$ cat config.mk
export PLATFORM = sky130hd
export DESIGN_NAME = rx_ring_writer
export DESIGN_NICKNAME = d
export VERILOG_FILES = /design/src/rtl/rxr_pkg.sv /design/src/rtl/rxr_regs.sv /design/src/rtl/rxr_index.sv /design/src/rtl/rxr_flow.sv /design/src/rtl/rxr_frame.sv /design/src/rtl/rx_ring_writer.sv
export SDC_FILE = /design/constraint.sdc
export NUM_CORES = 1
export LEC_CHECK = 0
export ABC_AREA = 1
export BUFFER_PORTS_ARGS = -buffer_cell sky130_fd_sc_hd__buf_2
export CORE_MARGIN = 2
export CORE_UTILIZATION = 64
export DETAILED_ROUTE_END_ITERATION = 10
export GPL_ROUTABILITY_DRIVEN = 0
export PLACE_DENSITY_LB_ADDON = 0.1
export SYNTH_ARGS = -nofsm -noshare
export SYNTH_HDL_FRONTEND = slang
export SYNTH_SLANG_ARGS = --single-unit
$ cat constraint.sdc
create_clock -name clk -period 11 [get_ports clk]
set_clock_uncertainty 0.05 [all_clocks]
set_input_delay 1.1 -clock clk [delete_from_list [all_inputs] [get_ports clk]]
set_output_delay 1.1 -clock clk [all_outputs]
set_load 0.01 [all_outputs]
$ cat src/rtl/rxr_pkg.sv
package rxr_pkg;
  localparam int LEN_LSB = 16;
  localparam int LEN_W   = 12;
  localparam int OWN_BIT = 15;
  localparam int EOP_BIT = 14;
  localparam int SOP_BIT = 13;
  localparam int OVF_BIT = 1;
  localparam int IDX_W   = 16;

  typedef enum logic [2:0] {
    ST_IDLE, ST_PAD, ST_DATA, ST_DESC, ST_DROP
  } wr_state_e;

  localparam logic [2:0] RA_CTL  = 3'd0;
  localparam logic [2:0] RA_CONS = 3'd1;
  localparam logic [2:0] RA_PROD = 3'd2;
  localparam logic [2:0] RA_RING = 3'd3;
  localparam logic [2:0] RA_BUF  = 3'd4;
  localparam logic [2:0] RA_FLOW = 3'd5;
  localparam logic [2:0] RA_DROP = 3'd6;
endpackage

$ cat src/rtl/rxr_regs.sv
module rxr_regs
  import rxr_pkg::*;
#(
  parameter int RING_MAX = 256,
  parameter int BUF_MAX  = 2048,
  parameter int XOFF_DEF = 16,
  parameter int GAP_DEF  = 5,
  localparam int RS_W = $clog2(RING_MAX) + 1,
  localparam int BS_W = $clog2(BUF_MAX) + 1
) (
  input  logic             clk,
  input  logic             rst_n,
  input  logic             reg_wr,
  input  logic [2:0]       reg_addr,
  input  logic [31:0]      reg_wdata,
  input  logic [IDX_W-1:0] prod_idx,
  input  logic [15:0]      drop_cnt,
  output logic             align_en,
  output logic [IDX_W-1:0] cons_idx,
  output logic [RS_W-1:0]  ring_sz,
  output logic [BS_W-1:0]  buf_sz,
  output logic [15:0]      xoff_thr,
  output logic [15:0]      xon_gap,
  output logic [31:0]      reg_rdata
);
  always_ff @(posedge clk or negedge rst_n) begin
    if (!rst_n) begin
      align_en <= 1'b0;
      cons_idx <= '0;
      ring_sz  <= RS_W'(RING_MAX);
      buf_sz   <= BS_W'(BUF_MAX);
      xoff_thr <= 16'(XOFF_DEF);
      xon_gap  <= 16'(GAP_DEF);
    end else if (reg_wr) begin
      case (reg_addr)
        RA_CTL:  align_en <= reg_wdata[0];
        RA_CONS: cons_idx <= reg_wdata[IDX_W-1:0];
        RA_RING: ring_sz  <= reg_wdata[RS_W-1:0];
        RA_BUF:  buf_sz   <= reg_wdata[BS_W-1:0];
        RA_FLOW: begin
          xoff_thr <= reg_wdata[15:0];
          xon_gap  <= reg_wdata[31:16];
        end
        default: ;
      endcase
    end
  end

  always_comb begin
    case (reg_addr)
      RA_CTL:  reg_rdata = {31'd0, align_en};
      RA_CONS: reg_rdata = 32'(cons_idx);
      RA_PROD: reg_rdata = 32'(prod_idx);
      RA_RING: reg_rdata = 32'(ring_sz);
      RA_BUF:  reg_rdata = 32'(buf_sz);
      RA_FLOW: reg_rdata = {xon_gap, xoff_thr};
      RA_DROP: reg_rdata = 32'(drop_cnt);
      default: reg_rdata = 32'd0;
    endcase
  end
endmodule

$ cat src/rtl/rxr_index.sv
module rxr_index
  import rxr_pkg::*;
#(
  parameter int RING_MAX = 256,
  localparam int RS_W   = $clog2(RING_MAX) + 1,
  localparam int SLOT_W = $clog2(RING_MAX)
) (
  input  logic              clk,
  input  logic              rst_n,
  input  logic              frame_done,
  input  logic [RS_W-1:0]   ring_sz,
  input  logic [IDX_W-1:0]  cons_idx,
  output logic [IDX_W-1:0]  prod_idx,
  output logic [SLOT_W-1:0] slot,
  output logic              full,
  output logic [IDX_W-1:0]  free_cnt
);
  logic [IDX_W-1:0] occ;
  logic [IDX_W-1:0] ring_ext;
  logic             slot_last;

  assign occ       = prod_idx - cons_idx;
  assign ring_ext  = IDX_W'(ring_sz);
  assign full      = (occ >= ring_ext);
  assign free_cnt  = full ? '0 : (ring_ext - occ);
  assign slot_last = (RS_W'(slot) + RS_W'(1)) >= ring_sz;

  always_ff @(posedge clk or negedge rst_n) begin
    if (!rst_n) begin
      prod_idx <= '0;
      slot     <= '0;
    end else if (frame_done) begin
      prod_idx <= prod_idx + 1'b1;
      slot     <= slot_last ? '0 : slot + 1'b1;
    end
  end


  prod_step_chk: assert property (@(posedge clk) disable iff (!rst_n)
    1'b1 |=> (prod_idx == $past(prod_idx)) || (prod_idx == $past(prod_idx) + 16'd1));


  slot_moves_chk: assert property (@(posedge clk) disable iff (!rst_n)
    (prod_idx != $past(prod_idx)) |-> ((slot != $past(slot)) || ($past(ring_sz) <= 1)));
endmodule

$ cat src/rtl/rxr_flow.sv
module rxr_flow
  import rxr_pkg::*;
(
  input  logic             clk,
  input  logic             rst_n,
  input  logic [IDX_W-1:0] free_cnt,
  input  logic [15:0]      xoff_thr,
  input  logic [15:0]      xon_gap,
  output logic             xoff
);
  logic [16:0] release_lvl;
  assign release_lvl = {1'b0, xoff_thr} + {1'b0, xon_gap};

  always_ff @(posedge clk or negedge rst_n) begin
    if (!rst_n)                              xoff <= 1'b0;
    else if (free_cnt <= xoff_thr)           xoff <= 1'b1;
    else if ({1'b0, free_cnt} > release_lvl) xoff <= 1'b0;
  end


  xoff_rise_chk: assert property (@(posedge clk) disable iff (!rst_n)
    $rose(xoff) |-> ($past(free_cnt) <= $past(xoff_thr)));


  xoff_fall_chk: assert property (@(posedge clk) disable iff (!rst_n)
    $fell(xoff) |-> ({1'b0, $past(free_cnt)} > ({1'b0, $past(xoff_thr)} + {1'b0, $past(xon_gap)})));
endmodule

$ cat src/rtl/rxr_frame.sv
module rxr_frame
  import rxr_pkg::*;
#(
  parameter int RING_MAX = 256,
  parameter int BUF_MAX  = 2048,
  localparam int SLOT_W = $clog2(RING_MAX),
  localparam int OFF_W  = $clog2(BUF_MAX),
  localparam int BS_W   = OFF_W + 1,
  localparam int AW     = SLOT_W + OFF_W
) (
  input  logic              clk,
  input  logic              rst_n,
  input  logic              in_valid,
  output logic              in_ready,
  input  logic              in_last,
  input  logic [7:0]        in_data,
  input  logic              align_en,
  input  logic [BS_W-1:0]   buf_sz,
  input  logic              full,
  input  logic [SLOT_W-1:0] slot,
  output logic              mw_valid,
  input  logic              mw_ready,
  output logic              mw_desc,
  output logic [AW-1:0]     mw_addr,
  output logic [31:0]       mw_data,
  output logic              frame_done,
  output logic [15:0]       drop_cnt
);
  wr_state_e       state;
  logic [BS_W-1:0] cnt;
  logic            ovf;
  logic            fits;
  logic            take;
  logic [31:0]     desc_word;

  assign fits = (cnt < buf_sz);
  assign take = in_valid && in_ready;
  assign desc_word = (32'(cnt) << LEN_LSB) | (32'd1 << EOP_BIT) |
                     (32'd1 << SOP_BIT) | (32'(ovf) << OVF_BIT);

  always_comb begin
    in_ready = 1'b0;
    mw_valid = 1'b0;
    mw_desc  = 1'b0;
    mw_addr  = {slot, cnt[OFF_W-1:0]};
    mw_data  = 32'd0;
    case (state)
      ST_PAD:  mw_valid = 1'b1;
      ST_DATA: begin
        mw_valid = in_valid && fits;
        mw_data  = {24'd0, in_data};
        in_ready = fits ? mw_ready : 1'b1;
      end
      ST_DESC: begin
        mw_valid = 1'b1;
        mw_desc  = 1'b1;
        mw_addr  = AW'(slot);
        mw_data  = desc_word;
      end
      ST_DROP: in_ready = 1'b1;
      default: ;
    endcase
  end

  assign frame_done = (state == ST_DESC) && mw_ready;

  always_ff @(posedge clk or negedge rst_n) begin
    if (!rst_n) begin
      state    <= ST_IDLE;
      cnt      <= '0;
      ovf      <= 1'b0;
      drop_cnt <= '0;
    end else begin
      case (state)
        ST_IDLE: if (in_valid) begin
          cnt <= '0;
          ovf <= 1'b0;
          if (full)          state <= ST_DROP;
          else if (align_en) state <= ST_PAD;
          else               state <= ST_DATA;
        end
        ST_PAD: if (mw_ready) begin
          cnt <= cnt + 1'b1;
          if (cnt[0]) state <= ST_DATA;
        end
        ST_DATA: if (take) begin
          if (fits) cnt <= cnt + 1'b1;
          else      ovf <= 1'b1;
          if (in_last) state <= ST_DESC;
        end
        ST_DESC: if (mw_ready) state <= ST_IDLE;
        ST_DROP: if (take && in_last) begin
          drop_cnt <= drop_cnt + 1'b1;
          state    <= ST_IDLE;
        end
        default: state <= ST_IDLE;
      endcase
    end
  end


  desc_hold_chk: assert property (@(posedge clk) disable iff (!rst_n)
    (mw_valid && mw_desc && !mw_ready) |=>
      (mw_valid && mw_desc && $stable(mw_addr) && $stable(mw_data)));


  pad_no_take_chk: assert property (@(posedge clk) disable iff (!rst_n)
    (state == ST_PAD) |-> !in_ready);
endmodule

$ cat src/rtl/rx_ring_writer.sv
module rx_ring_writer
  import rxr_pkg::*;
#(
  parameter int RING_MAX = 256,
  parameter int BUF_MAX  = 2048,
  parameter int XOFF_DEF = 16,
  parameter int GAP_DEF  = 5,
  localparam int SLOT_W = $clog2(RING_MAX),
  localparam int OFF_W  = $clog2(BUF_MAX),
  localparam int RS_W   = SLOT_W + 1,
  localparam int BS_W   = OFF_W + 1,
  localparam int AW     = SLOT_W + OFF_W
) (
  input  logic          clk,
  input  logic          rst_n,
  input  logic          in_valid,
  output logic          in_ready,
  input  logic          in_last,
  input  logic [7:0]    in_data,
  output logic          mw_valid,
  input  logic          mw_ready,
  output logic          mw_desc,
  output logic [AW-1:0] mw_addr,
  output logic [31:0]   mw_data,
  input  logic          reg_wr,
  input  logic [2:0]    reg_addr,
  input  logic [31:0]   reg_wdata,
  output logic [31:0]   reg_rdata,
  output logic          xoff
);
  logic              align_en, full, frame_done;
  logic [IDX_W-1:0]  cons_idx, prod_idx, free_cnt;
  logic [RS_W-1:0]   ring_sz;
  logic [BS_W-1:0]   buf_sz;
  logic [15:0]       xoff_thr, xon_gap, drop_cnt;
  logic [SLOT_W-1:0] slot;

  rxr_regs #(.RING_MAX(RING_MAX), .BUF_MAX(BUF_MAX), .XOFF_DEF(XOFF_DEF), .GAP_DEF(GAP_DEF)) u_regs (
    .clk(clk), .rst_n(rst_n), .reg_wr(reg_wr), .reg_addr(reg_addr), .reg_wdata(reg_wdata),
    .prod_idx(prod_idx), .drop_cnt(drop_cnt), .align_en(align_en), .cons_idx(cons_idx),
    .ring_sz(ring_sz), .buf_sz(buf_sz), .xoff_thr(xoff_thr), .xon_gap(xon_gap),
    .reg_rdata(reg_rdata));

  rxr_index #(.RING_MAX(RING_MAX)) u_index (
    .clk(clk), .rst_n(rst_n), .frame_done(frame_done), .ring_sz(ring_sz),
    .cons_idx(cons_idx), .prod_idx(prod_idx), .slot(slot), .full(full),
    .free_cnt(free_cnt));

  rxr_flow u_flow (
    .clk(clk), .rst_n(rst_n), .free_cnt(free_cnt), .xoff_thr(xoff_thr),
    .xon_gap(xon_gap), .xoff(xoff));

  rxr_frame #(.RING_MAX(RING_MAX), .BUF_MAX(BUF_MAX)) u_frame (
    .clk(clk), .rst_n(rst_n), .in_valid(in_valid), .in_ready(in_ready),
    .in_last(in_last), .in_data(in_data), .align_en(align_en), .buf_sz(buf_sz),
    .full(full), .slot(slot), .mw_valid(mw_valid), .mw_ready(mw_ready),
    .mw_desc(mw_desc), .mw_addr(mw_addr), .mw_data(mw_data),
    .frame_done(frame_done), .drop_cnt(drop_cnt));


  drop_keeps_prod_chk: assert property (@(posedge clk) disable iff (!rst_n)
    (drop_cnt != $past(drop_cnt)) |-> (prod_idx == $past(prod_idx)));
endmodule

## Word-level counts from Yosys, hierarchy flattened

Index checks and enable logic that the tools add are counted.

- Flip-flop bits (word level): 127
- Input bits: 49
- Output and inout bits: 87
- Word-level logic and storage cells: 95

- Reduce and logical (&&, ||, !) cells: 19
- Magnitude comparators: 5
- Multiplexer cells: 30
- Add/sub/neg operators: 8
- Bitwise logic cells: 1
- Equal/unequal tests: 19

Operators with widths:

| cell | count |
|---|---|
| 32-bit case mux with 7 select lines | 1 |
| 32-bit case mux with 2 select lines | 1 |
| 12-bit 2-to-1 mux | 4 |
| 12-bit case mux with 3 select lines | 1 |
| 16-bit by 1-bit adder with 16-bit output (second input constant) | 2 |
| 28-bit by 2-bit OR with 28-bit output | 1 |
| 3-bit 2-to-1 mux | 8 |
| 19-bit 2-to-1 mux | 1 |
| 16-bit by 16-bit adder with 17-bit output | 1 |
| 16-bit by 17-bit > comparator with 1-bit output | 1 |
| 16-bit by 9-bit greater-or-equal comparator with 1-bit output | 1 |
| 16-bit less-or-equal comparator | 1 |
| 16-bit 2-to-1 mux | 1 |
| 16-bit subtractor | 1 |
| 9-bit by 16-bit subtractor with 16-bit output | 1 |
| 3-bit case mux with 5 select lines | 1 |
| 12-bit by 1-bit adder with 12-bit output (second input constant) | 1 |
| 3-bit by 2-bit equality test with 1-bit output (second input constant) | 4 |
| 3-bit equality test (second input constant) | 4 |
| 12-bit < comparator | 1 |
| 2-bit AND reduction | 6 |
| 2-bit != test (second input constant) | 5 |
| 8-bit by 1-bit adder with 9-bit output (second input constant) | 1 |
| 9-bit greater-or-equal comparator | 1 |
| 15 further kinds | 32 |

## Depth between registers and ports, before layout

Gate-level depths: netlist (run 1).

- Depth in word-level cells: 7
- Mapped depth: 33
- Gate-level depth less buffers: 32

## By module

Synthesis (run 1) repeated with hierarchy kept, for this count alone.

- Cells, all modules: 1,587
- Area total of the unflattened synthesis: 11,068.1 µm²

Modules (own cells, without submodules):

| module | cells each | instances | area each (µm²) | sequential area each (µm²) |
|---|---|---|---|---|
| rxr_regs | 500 | 1 | 3,797.4 | 1,757.9 |
| rxr_index | 456 | 1 | 3,001.6 | 600.6 |
| rxr_frame | 408 | 1 | 2,753.9 | 800.8 |
| rxr_flow | 223 | 1 | 1,515.2 | 25.0 |

## Worst setup path before layout (run 1)

OpenSTA, ideal clock, no wires.

- Path kind: reg-to-reg
- Start point: reg u_index.prod_idx[0]
- End point: reg u_flow.xoff
- Buffers on the path: 0
- Clock period less this slack: 4,024 ps
- Data required time: 10,885 ps
- Arrival: 3,909 ps
- Path slack: 6,976 ps
- Stages on the path, launching flop included: 25
- Library setup time: 65 ps
- Path through: dfrtp_1 > inv_1 > ha_1 > fa_1 > xor2_1 > ha_1 > nand2_1 > o21ai_0 > a21oi_1 > o21ai_0 > a21oi_1 > o21bai_1 > nand2_1 > nand2_1 > a21oi_1 > a21oi_1 > a31oi_1 > ha_1 > nand2_1 > nor3_1 > nand4_1 > or3_1 > nand2_1 > nand2_1 > nand2_1

- Longest elaborated chain between the ends: 5
- Elaborated cells between the ends (all ways): 8
- Classes of those cells: 2 x add/sub; 3 x order compare; 2 x mux; 1 x reduce/logical

Ends and longest elaborated chain:

| element | RTL line | RTL |
|---|---|---|
| start: declaration | rxr_index.sv:13 | `output logic [IDX_W-1:0] prod_idx,` |
| start signal: assignment | rxr_index.sv:33 | `prod_idx <= prod_idx + 1'b1;` |
| 16-bit subtractor (*) | rxr_index.sv:22 | `assign occ = prod_idx - cons_idx;` |
| 9-bit by 16-bit subtractor with 16-bit output / 16-bit by 9-bit greater-or-equal comparator with 1-bit output (equally long branches) | rxr_index.sv:25, rxr_index.sv:24 |  |
| 16-bit 2-to-1 mux (*) | rxr_index.sv:25 | `assign free_cnt = full ? '0 : (ring_ext - occ);` |
| 16-bit by 17-bit > comparator with 1-bit output / 16-bit less-or-equal comparator (equally long branches) | rxr_flow.sv:17, rxr_flow.sv:16 |  |
| 2-bit nonzero test (no source line) / 1-bit 2-to-1 mux (equally long branches) | - |  |
| end signal: assignment | rxr_flow.sv:15 | `if (!rst_n) xoff <= 1'b0;` |
| end signal: assignment | rxr_flow.sv:16 | `else if (free_cnt <= xoff_thr) xoff <= 1'b1;` |
| end signal: assignment | rxr_flow.sv:17 | `else if ({1'b0, free_cnt} > release_lvl) xoff <= 1'b0;` |
| end: declaration | rxr_flow.sv:9 | `output logic xoff` |

Mark *: on every way between the ends. The rest lies on a longest branch, timed or not.
A chain may end at the register's enable or synchronous reset.

## Worst setup path after layout (run 1)

- Start point: reg u_regs.cons_idx[2]
- End point: reg u_flow.xoff

- Longest elaborated chain between the ends: 5
- Elaborated cells between the ends (all ways): 8
- Classes of those cells: 2 x add/sub; 3 x order compare; 2 x mux; 1 x reduce/logical

Ends and longest elaborated chain:

| element | RTL line | RTL |
|---|---|---|
| start: declaration | rxr_regs.sv:19 | `output logic [IDX_W-1:0] cons_idx,` |
| start signal: assignment | rxr_regs.sv:37 | `RA_CONS: cons_idx <= reg_wdata[IDX_W-1:0];` |
| 16-bit subtractor (*) | rxr_index.sv:22 |  |
| 9-bit by 16-bit subtractor with 16-bit output / 16-bit by 9-bit greater-or-equal comparator with 1-bit output (equally long branches) | rxr_index.sv:25, rxr_index.sv:24 |  |
| 16-bit 2-to-1 mux (*) | rxr_index.sv:25 |  |
| 16-bit by 17-bit > comparator with 1-bit output / 16-bit less-or-equal comparator (equally long branches) | rxr_flow.sv:17, rxr_flow.sv:16 |  |
| 2-bit nonzero test (no source line) / 1-bit 2-to-1 mux (equally long branches) | - |  |

Marks and branches as above.

==> impl_metrics.py, run 1 <==
metrics = {
    "run_status": {
        "status": "completed",
    },
    "worst_setup_path": {
        "worst_setup_path_start_kind": "flip-flop",
        "required_ns": 11.32,
        "ff2ff_setup_slack_ns": 6.18,
        "r2r_end": "u_flow.xoff",
        "critPathMaxFanout": 13,
        "cp_slowest_cell": "nor3b_1",
        "rr_startpoint": "u_regs.cons_idx[2]",
        "cpMostUsedCell": "nand2_1",
        "ff2ff_path_depth": 28,
        "cp-end-kind": "flip-flop",
        "path_class": "flip-flop to flip-flop",
        "critPathMaxStageDelay_ns": 0.55,
        "cp.arrival_ns": 5.14,
    },
    "synthesis": {
        "syn_area_mm2": 0.00977,
        "ys_async_sr_fraction_pct": 100,
        "ys_ff_latch": 127,
        "ys_types": 55,
        "synth_edf_count": 0,
        "ys.flop_type": "dfrtp_1",
        "yosys_warnings": 0,
        "synth_seq_area_share_pct": 32.6,
        "synthCells": 1342,
        "postSynthAreaPerCell_um2": 7.28,
    },
    "routing": {
        "dr.pass1.iters": 5,
        "avgViaCountPerCell": 5.63,
        "routedWlPerCell_um": 15.7,
        "drcViolationCount": 0,
        "routed_wl_um": 26200,
        "ant_nets": 0,
        "drt_iter0_drc": 819,
        "vias": 9366,
    },
    "layout": {
        "final_cell_mix": "nand2_1 (261), inv_1 (240), nor2_1 (133)",
        "final_common_cell": "nand2_1",
        "area_growth_syn_to_layout_pct": 13.4,
        "drive_gt1_share_pct": 13.3,
        "num_antenna_cells": 0,
        "nets": 1610,
        "seqCellArea_mm2": 0.00318,
        "n_fill_cell": 1225,
        "final_util_pct": 73.7,
        "multiInputGateArea_mm2": 0.00553,
    },
    "power": {
        "p_total_mw": 2.14,
        "p_leak_nw": 6.02,
        "ir_drop_uv": 171,
        "power.density_mw_per_mm2": 193,
    },
    "placed_design": {
        "port_buffers": 125,
        "dp_hpwl_um": 20300,
    },
    "cts": {
        "cts.sinks": 127,
        "postCtsHoldBufs": 0,
        "htree_num_levels": 4,
        "cts_root_buf": "clkbuf_16",
        "clk_latency_ns": 0.43,
        "path_clk_slew_ns": 0.06,
        "cts_made_buffers": 17,
        "cts_buffer_depth": 2,
        "post-cts-setup-buffer-count": 0,
        "cts_resized": 0,
        "cts_tree": "done",
    },
    "global_route": {
        "antenna_found_initial": 0,
        "grt_pass1_vias": 8741,
        "track_usage_pct": 33.0,
        "grt_start_max_net_pins": 78,
        "grt_pass1_wl_um": 42600,
        "grt_overflow": 0,
    },
    "floorplanning": {
        "initial_core_util_pct": 65.0,
        "std_cell_rows": 45,
        "fp.dieH_um": 128,
        "pin_count": 136,
        "dieArea_mm2": 0.0163,
        "die_w_um": 128,
        "core_area_mm2": 0.0150,
    },
    "flow_run": {
        "cap_viol_max_count": 0,
    },
    "min_path": {
        "min_from": "u_frame.drop_cnt[14]",
        "hold-path-endpoint": "u_frame.drop_cnt[14]",
        "hold_path_class": "flip-flop to flip-flop",
        "hold-path-cell-count": 1,
    },
    "timing": {
        "maxSlewViolCount": 0,
        "rsz0062_at_grt": "no",
        "holdWs_ns": 0.422,
        "tightest_slew_ns": 1.18,
        "finalSetupTns_ns": 0,
        "finalCritPeriodShare_pct": 43.8,
        "setup-violations-final": 0,
        "slew_headroom_pct": 21.6,
        "min_period_ns": 4.82,
        "fmaxAchievable_mhz": 208,
        "hold_viol_final": 0,
    },
}
[critical path: cells and delay by family, from the launching register on]
family	cells	cell delay, ns
and+or+nand+nor	20	2.84
xor gates and xnor gates	1	0.13
buffers and inverters	3	0.20
adders and majority gates	3	0.95
DFF	1	0.35
AOI/OAI and AO/OA	1	0.24
[state kept, by name (all words and copies together) (netlist names)]
name	flops
u_frame.drop_cnt	16
u_flow.xoff	1
u_frame.ovf	1
u_regs.buf_sz	12
u_frame.cnt	12
u_frame.state	3
u_regs.xon_gap	16
u_regs.ring_sz	9
u_regs.cons_idx	16
u_regs.xoff_thr	16
u_index.slot	8
u_index.prod_idx	16
u_regs.align_en	1
[report_power, final]
part | internal [mW] | total, mW | switching (mW)
sequential | 0.545 | 0.624 | 0.0783
combinational | 0.354 | 0.974 | 0.620
clock | 0.318 | 0.540 | 0.222
[per-stage QoR]
stage | setup WS, ns | std cells | area, um2
floorplan | 6.98 | 1357 | 9830
global placement | 6.54 | 1633 | 10500
detailed placement | 6.35 | 1633 | 10500
CTS | 6.32 | 1665 | 11100
global route | 5.74 | 1665 | 11100
finish | 6.18 | 1665 | 11100
[layer usage]
metal,GRT usage (%),wire [um]
met5,0,0
met2,51.5,11700
met1,45.9,11900
met4,11.9,712
met3,6.78,1960
[layout make-up]
| type | count | area share (%) |
|---|---|---|
| Sequential cell | 127 | 28.7 |
| Tap cell | 188 | 2.12 |
| Multi-Input combinational cell | 944 | 49.9 |
| Clock buffer | 21 | 4.06 |
| Timing Repair Buffer | 128 | 5.87 |
| Inverter | 246 | 8.33 |
| Clock inverter | 11 | 1.00 |
[synth_stat cells, drive strengths merged, types with 7 or more instances]
library cell,n,area [um2]
a21oi,70,350
a221oi,10,87.6
buf,17,111
clkbuf,23,86.3
dfrtp,122,3050
ha,94,1180
inv,245,920
nand2,275,1070
nand3,54,275
nand4,18,119
nor2,136,521
nor3,24,135
nor4,7,62.6
o21ai,103,519
o221ai,10,87.6
o22ai,16,100
xnor2,18,158
xor2,49,429
[worst max-delay path by stage]
stage	startpoint	to	slack [ns]	depth (start not counted)
4_1_cts	u_regs.cons_idx[2]	u_flow.xoff	6.32	28
2_1_floorplan	u_index.prod_idx[0]	u_flow.xoff	6.98	24
6_report	u_regs.cons_idx[2]	u_flow.xoff	6.18	28
3_3_place_gp	u_regs.cons_idx[2]	u_flow.xoff	6.54	28
5_1_grt	u_regs.cons_idx[2]	u_flow.xoff	5.74	28
3_5_place_dp	u_regs.cons_idx[2]	u_flow.xoff	6.35	28
[cells by family after synthesis]
| group | share of synthesized area, % |
|---|---|
| other cells | 0.0384 |
| fa+ha+maj | 12.6 |
| compound gates | 14.3 |
| simple gates | 22.9 |
| xor+xnor | 6.00 |
| buf+inv | 11.5 |
| flops | 32.6 |
(Power assumes the default switching activity.)
==> inputs of run 2 (changes only) <==
--- a/config.mk
+++ b/config.mk
@@ -8,7 +8,7 @@
 export ABC_AREA = 1
 export BUFFER_PORTS_ARGS = -buffer_cell sky130_fd_sc_hd__buf_2
 export CORE_MARGIN = 2
-export CORE_UTILIZATION = 64
+export CORE_UTILIZATION = 59
 export DETAILED_ROUTE_END_ITERATION = 10
 export GPL_ROUTABILITY_DRIVEN = 0
 export PLACE_DENSITY_LB_ADDON = 0.1
==> constraint.sdc (replaced) <==
create_clock -name clk -period 4.95 [get_ports clk]
set_clock_uncertainty 0.05 [all_clocks]
set_input_delay 0.495 -clock clk [delete_from_list [all_inputs] [get_ports clk]]
set_output_delay 0.495 -clock clk [all_outputs]
set_load 0.01 [all_outputs]
==> run 2 against run 1 <==
- sequential power grew 120%
- combinational power grew 120%
- sequential share of layout area decreased by 0.57 points
- largest cell class unchanged
- highest routed layer unchanged
==> impl_metrics.py, run 2 (synthesized netlist as in run 1, its figures left out) <==
metrics = {
    "cts": {
        "cts_made_buffers": 17,
        "path_clk_slew_ns": 0.06,
        "cts.sinks": 127,
        "cts_buffer_depth": 2,
        "postCtsHoldBufs": 0,
        "cts_tree": "done",
        "cts_root_buf": "clkbuf_16",
        "clk_latency_ns": 0.43,
        "htree_num_levels": 4,
    },
    "layout": {
        "final_cells": 1700,
        "final_cell_mix": "nand2_1 (261), inv_1 (240), nor2_1 (133)",
        "drive_gt1_share_pct": 13.7,
        "final_common_cell": "nand2_1",
        "area_growth_syn_to_layout_pct": 15.7,
        "nets": 1613,
        "num_antenna_cells": 0,
        "final_util_pct": 68.9,
    },
    "worst_setup_path": {
        "path_class": "flip-flop to flip-flop",
        "cp-endpoint": "u_flow.xoff",
        "startpoint": "u_index.prod_idx[0]",
        "rr_startpoint": "u_index.prod_idx[0]",
        "worst_setup_path_start_kind": "flip-flop",
        "ff2ff_path_depth": 24,
        "ff2ff_setup_slack_ns": 0.41,
        "cp-end-kind": "flip-flop",
        "r2r_end": "u_flow.xoff",
        "cp.arrival_ns": 4.85,
        "critPathMaxFanout": 5,
        "required_ns": 5.26,
    },
    "routing": {
        "routedWlPerCell_um": 15.6,
        "avgViaCountPerCell": 5.44,
        "routed_wl_um": 26500,
        "dr.pass1.iters": 5,
        "drcViolationCount": 0,
        "vias": 9244,
        "drt_iter0_drc": 706,
        "ant_nets": 0,
    },
    "global_route": {
        "antenna_found_initial": 0,
        "track_usage_pct": 30.4,
        "grt_overflow": 0,
        "grt_pass1_wl_um": 42400,
        "grt_start_max_net_pins": 65,
        "grt_pass1_vias": 8521,
    },
    "floorplanning": {
        "dieArea_mm2": 0.0176,
        "die_w_um": 133,
        "core_area_mm2": 0.0164,
        "pin_count": 136,
        "std_cell_rows": 47,
        "initial_core_util_pct": 59.6,
        "fp.dieH_um": 133,
    },
    "power": {
        "ir_drop_uv": 281,
        "power.density_mw_per_mm2": 448,
        "p_leak_nw": 6.13,
    },
    "timing": {
        "tightest_slew_ns": 1.24,
        "finalCritPeriodShare_pct": 91.7,
        "fmaxAchievable_mhz": 220,
        "hold_viol_final": 0,
        "rsz0062_at_grt": "no",
        "setup-violations-final": 0,
        "finalSetupTns_ns": 0,
        "worst_slack_ns": 0.411,
        "min_period_ns": 4.54,
        "maxSlewViolCount": 0,
        "slew_headroom_pct": 17.1,
    },
    "min_path": {
        "hold_path_class": "input port to async pin",
    },
    "placed_design": {
        "dpl_worst_slack_ns": 0.459,
        "dp_hpwl_um": 20700,
        "port_buffers": 125,
        "dp.cells": 1667,
    },
    "run_status": {
        "status": "completed",
    },
    "flow_run": {
        "cap_viol_max_count": 0,
    },
}
[run 2: changes by cell type in the layout (fill, tap and decap cells not counted), sizes merged]
cell and change:
bufinv +6, clkinvlp -4, buf +3, clkbuf -1
clkinv -1
[run 2: timing repair]
action	CTS	global route
resized for setup	0	2
endpoints found under the setup margin	0	1
setup buffers	0	1
hold endpoints to repair	0	0
[run 2: worst max-delay path, cell delays in order, from the launching register on]
cell and delay (ns):
dfrtp_1 0.34, inv_1 0.09, ha_1 0.22, fa_1 0.40
xor2_1 0.19, ha_1 0.39, nand2_1 0.06, o21ai_0 0.26
a21oi_1 0.11, o21ai_1 0.20, a21oi_1 0.10, o21bai_1 0.18
nand2_1 0.11, nand2_1 0.07, a21oi_1 0.05, a21oi_1 0.25
a31oi_1 0.20, ha_1 0.32, nand2_1 0.06, nor3_1 0.17
nand4_1 0.13, or3_1 0.36, nand2_1 0.07, nand2_1 0.04
nand2_1 0.05
[run 2: cell type report]
class	instances	area, um2
Fill cell	1424	5100
Timing Repair Buffer	131	673
Sequential cell	127	3180
Inverter	246	923
Multi-Input combinational cell	944	5530
Clock inverter	12	253
Clock buffer	20	467
Tap cell	220	275
[run 2: metal layers]
metal	track usage (%)	wire, um	up-vias
met5	0	0	-
met4	12.0	867	0
met3	5.67	1720	50
met2	46.3	11700	310
met1	43.0	12200	4287
li1	-	-	4597
[run 2: worst min path at each step]
stage,to,cells after the start
2_1_floorplan,u_flow.xoff,0
3_3_place_gp,u_frame.drop_cnt[8],1
3_5_place_dp,u_frame.drop_cnt[14],1
4_1_cts,u_regs.xon_gap[14],1
5_1_grt,u_regs.xon_gap[14],1
6_report,u_regs.xon_gap[14],1
[run 2: where the power goes]
group / switching, mW / leakage [nW] / total, mW / internal, mW
logic: 1.37 / 4.26 / 2.15 / 0.783
clock network: 0.488 / 0.347 / 1.53 / 1.04
registers: 0.170 / 1.52 / 1.38 / 1.21
total: 2.03 / 6.13 / 5.06 / 3.04
[run 2: metrics by stage]
stage | hold WS, ns | area, um2 | total power [mW]
2_1_floorplan | 0.149 | 9830 | 2.93
4_1_cts | 0.114 | 11300 | 5.04
6_report | 0.0860 | 11300 | 5.06
3_5_place_dp | 0.409 | 10600 | 3.50
5_1_grt | 0.142 | 11300 | 5.43
3_3_place_gp | 0.405 | 10600 | 3.46
==> inputs of run 3 (changes only) <==
--- a/config.mk
+++ b/config.mk
@@ -11,7 +11,7 @@
 export CORE_UTILIZATION = 59
 export DETAILED_ROUTE_END_ITERATION = 10
 export GPL_ROUTABILITY_DRIVEN = 0
-export PLACE_DENSITY_LB_ADDON = 0.1
+export PLACE_DENSITY = 0.92
 export SYNTH_ARGS = -nofsm -noshare
 export SYNTH_HDL_FRONTEND = slang
 export SYNTH_SLANG_ARGS = --single-unit
==> run 3 against run 2 <==
- the run now ends with DRC left
- total power down 0.33%
- utilization down 0.47 points
- die area unchanged
- sequential power about the same
- via count up 9.0%
- clock power down 11%
- routed wire length up 11%
- design area down 0.69%
==> impl_metrics.py, run 3 (synthesized netlist as in run 1, its figures left out) <==
metrics = {
    "run_status": {
        "status": "finished with violations",
        "violations": "DRC",
    },
    "routing": {
        "drt_iter0_drc": 1276,
        "vias": 10100,
        "ant_nets": 0,
        "routedWlPerCell_um": 17.3,
        "drcViolationCount": 2,
        "avgViaCountPerCell": 5.93,
        "dr.pass1.iters": 11,
        "routed_wl_um": 29300,
    },
    "floorplanning": {
        "core_area_mm2": 0.0164,
        "die_w_um": 133,
        "pin_count": 136,
        "initial_core_util_pct": 59.6,
        "std_cell_rows": 47,
        "dieArea_mm2": 0.0176,
        "fp.dieH_um": 133,
    },
    "worst_setup_path": {
        "path_class": "flip-flop to flip-flop",
        "critPathMaxFanout": 5,
        "worst_setup_path_start_kind": "flip-flop",
        "cp.arrival_ns": 5.03,
        "required_ns": 5.28,
        "ff2ff_setup_slack_ns": 0.25,
        "cp-end-kind": "flip-flop",
        "rr_startpoint": "u_index.prod_idx[0]",
        "startpoint": "u_index.prod_idx[0]",
    },
    "timing": {
        "min_period_ns": 4.70,
        "holdWs_ns": 0.180,
        "fmaxAchievable_mhz": 213,
        "maxSlewViolCount": 0,
        "finalCritPeriodShare_pct": 95.0,
        "setup-violations-final": 0,
        "worst_slack_ns": 0.245,
        "tightest_slew_ns": 1.29,
        "finalSetupTns_ns": 0,
        "slew_headroom_pct": 13.9,
        "hold_viol_final": 0,
    },
    "layout": {
        "area_growth_syn_to_layout_pct": 14.9,
        "nets": 1612,
        "final_common_cell": "nand2_1",
        "drive_gt1_share_pct": 13.9,
        "final_cell_mix": "nand2_1 (261), inv_1 (240), nor2_1 (133)",
        "num_antenna_cells": 0,
        "final_cell_area_mm2": 0.0112,
        "n_fill_cell": 1213,
    },
    "cts": {
        "htree_num_levels": 4,
        "cts.sinks": 127,
        "cts_made_buffers": 17,
        "cts_root_buf": "clkbuf_16",
        "path_clk_slew_ns": 0.06,
        "cts_buffer_depth": 2,
        "postCtsHoldBufs": 0,
        "clk_latency_ns": 0.44,
        "cts_tree": "done",
    },
    "power": {
        "ir_drop_uv": 334,
        "p_leak_nw": 6.09,
        "p_total_mw": 5.05,
        "power.density_mw_per_mm2": 449,
    },
    "global_route": {
        "antenna_found_initial": 1,
        "grt_pass1_wl_um": 46400,
        "track_usage_pct": 32.9,
        "grt_pass1_vias": 9556,
        "grt_overflow": 0,
        "grt_start_max_net_pins": 80,
    },
    "placed_design": {
        "dp_hpwl_um": 21100,
        "port_buffers": 125,
        "place_area_mm2": 0.0106,
        "dpl_worst_slack_ns": 0.204,
    },
    "min_path": {
        "hold_path_class": "input port to async pin",
    },
    "flow_run": {
        "cap_viol_max_count": 0,
    },
}
## run 3: per-layer routing
layer | track usage [%] | up-vias | part of all wire (%)
li1 | - | 4575 | -
met1 | 40.5 | 4607 | 38
met2 | 53.2 | 695 | 45
met3 | 8.20 | 198 | 11
met4 | 17.8 | 2 | 5.9
met5 | 0 | - | 0.044
## run 3: what timing repair did
item	CTS	global route
gates resized for setup	0	8
setup buffers	0	1
setup endpoints to repair	0	1
## run 3: cell type report
class | count | area, um2 | share of cell area [%]
Timing Repair Buffer | 130 | 666 | 5.93
Clock buffer | 19 | 443 | 3.94
Inverter | 246 | 923 | 8.22
Tap cell | 220 | 275 | 2.45
Multi-Input combinational cell | 944 | 5550 | 49.4
Sequential cell | 127 | 3180 | 28.4
Clock inverter | 13 | 186 | 1.66
## run 3: metrics by stage
step | utilization [%] | cells
floorplan | - | 1357
global placement | 64.4 | 1666
detailed placement | 64.4 | 1666
CTS | 68.3 | 1698
global route | 68.5 | 1699
finish | 68.5 | 1699
## run 3: final timing paths
kind	endpoint	cells past startpoint
max	u_flow.xoff	23
min	u_regs.xon_gap[12]	1
max reg2reg	u_flow.xoff	23
min reg2reg	u_frame.drop_cnt[2]	1
max in group asynchronous	u_index.prod_idx[4]	2
min in group clk	u_regs.xon_gap[0]	3
## run 3: report_power, final
part / internal [mW] / leakage [nW] / switching [mW]
Combinational: 0.791 / 4.25 / 1.50
Sequential: 1.21 / 1.52 / 0.182
Clock: 0.857 / 0.308 / 0.504
## run 3: critical path, cell delays in order, from the launching register on
cell and delay, ns:
dfrtp_1 0.35, inv_1 0.10, ha_1 0.22, fa_1 0.40
xor2_1 0.19, ha_1 0.40, nand2_1 0.12, o21ai_1 0.20
a21oi_1 0.11, o21ai_1 0.20, a21oi_1 0.11, o21bai_1 0.18
nand2_1 0.12, nand2_1 0.08, a21oi_1 0.08, a21oi_2 0.27
a31oi_2 0.21, ha_1 0.36, nand4_1 0.19, nor3_2 0.25
nand4_1 0.14, nor2_1 0.19, a21oi_1 0.07, nand2_1 0.07
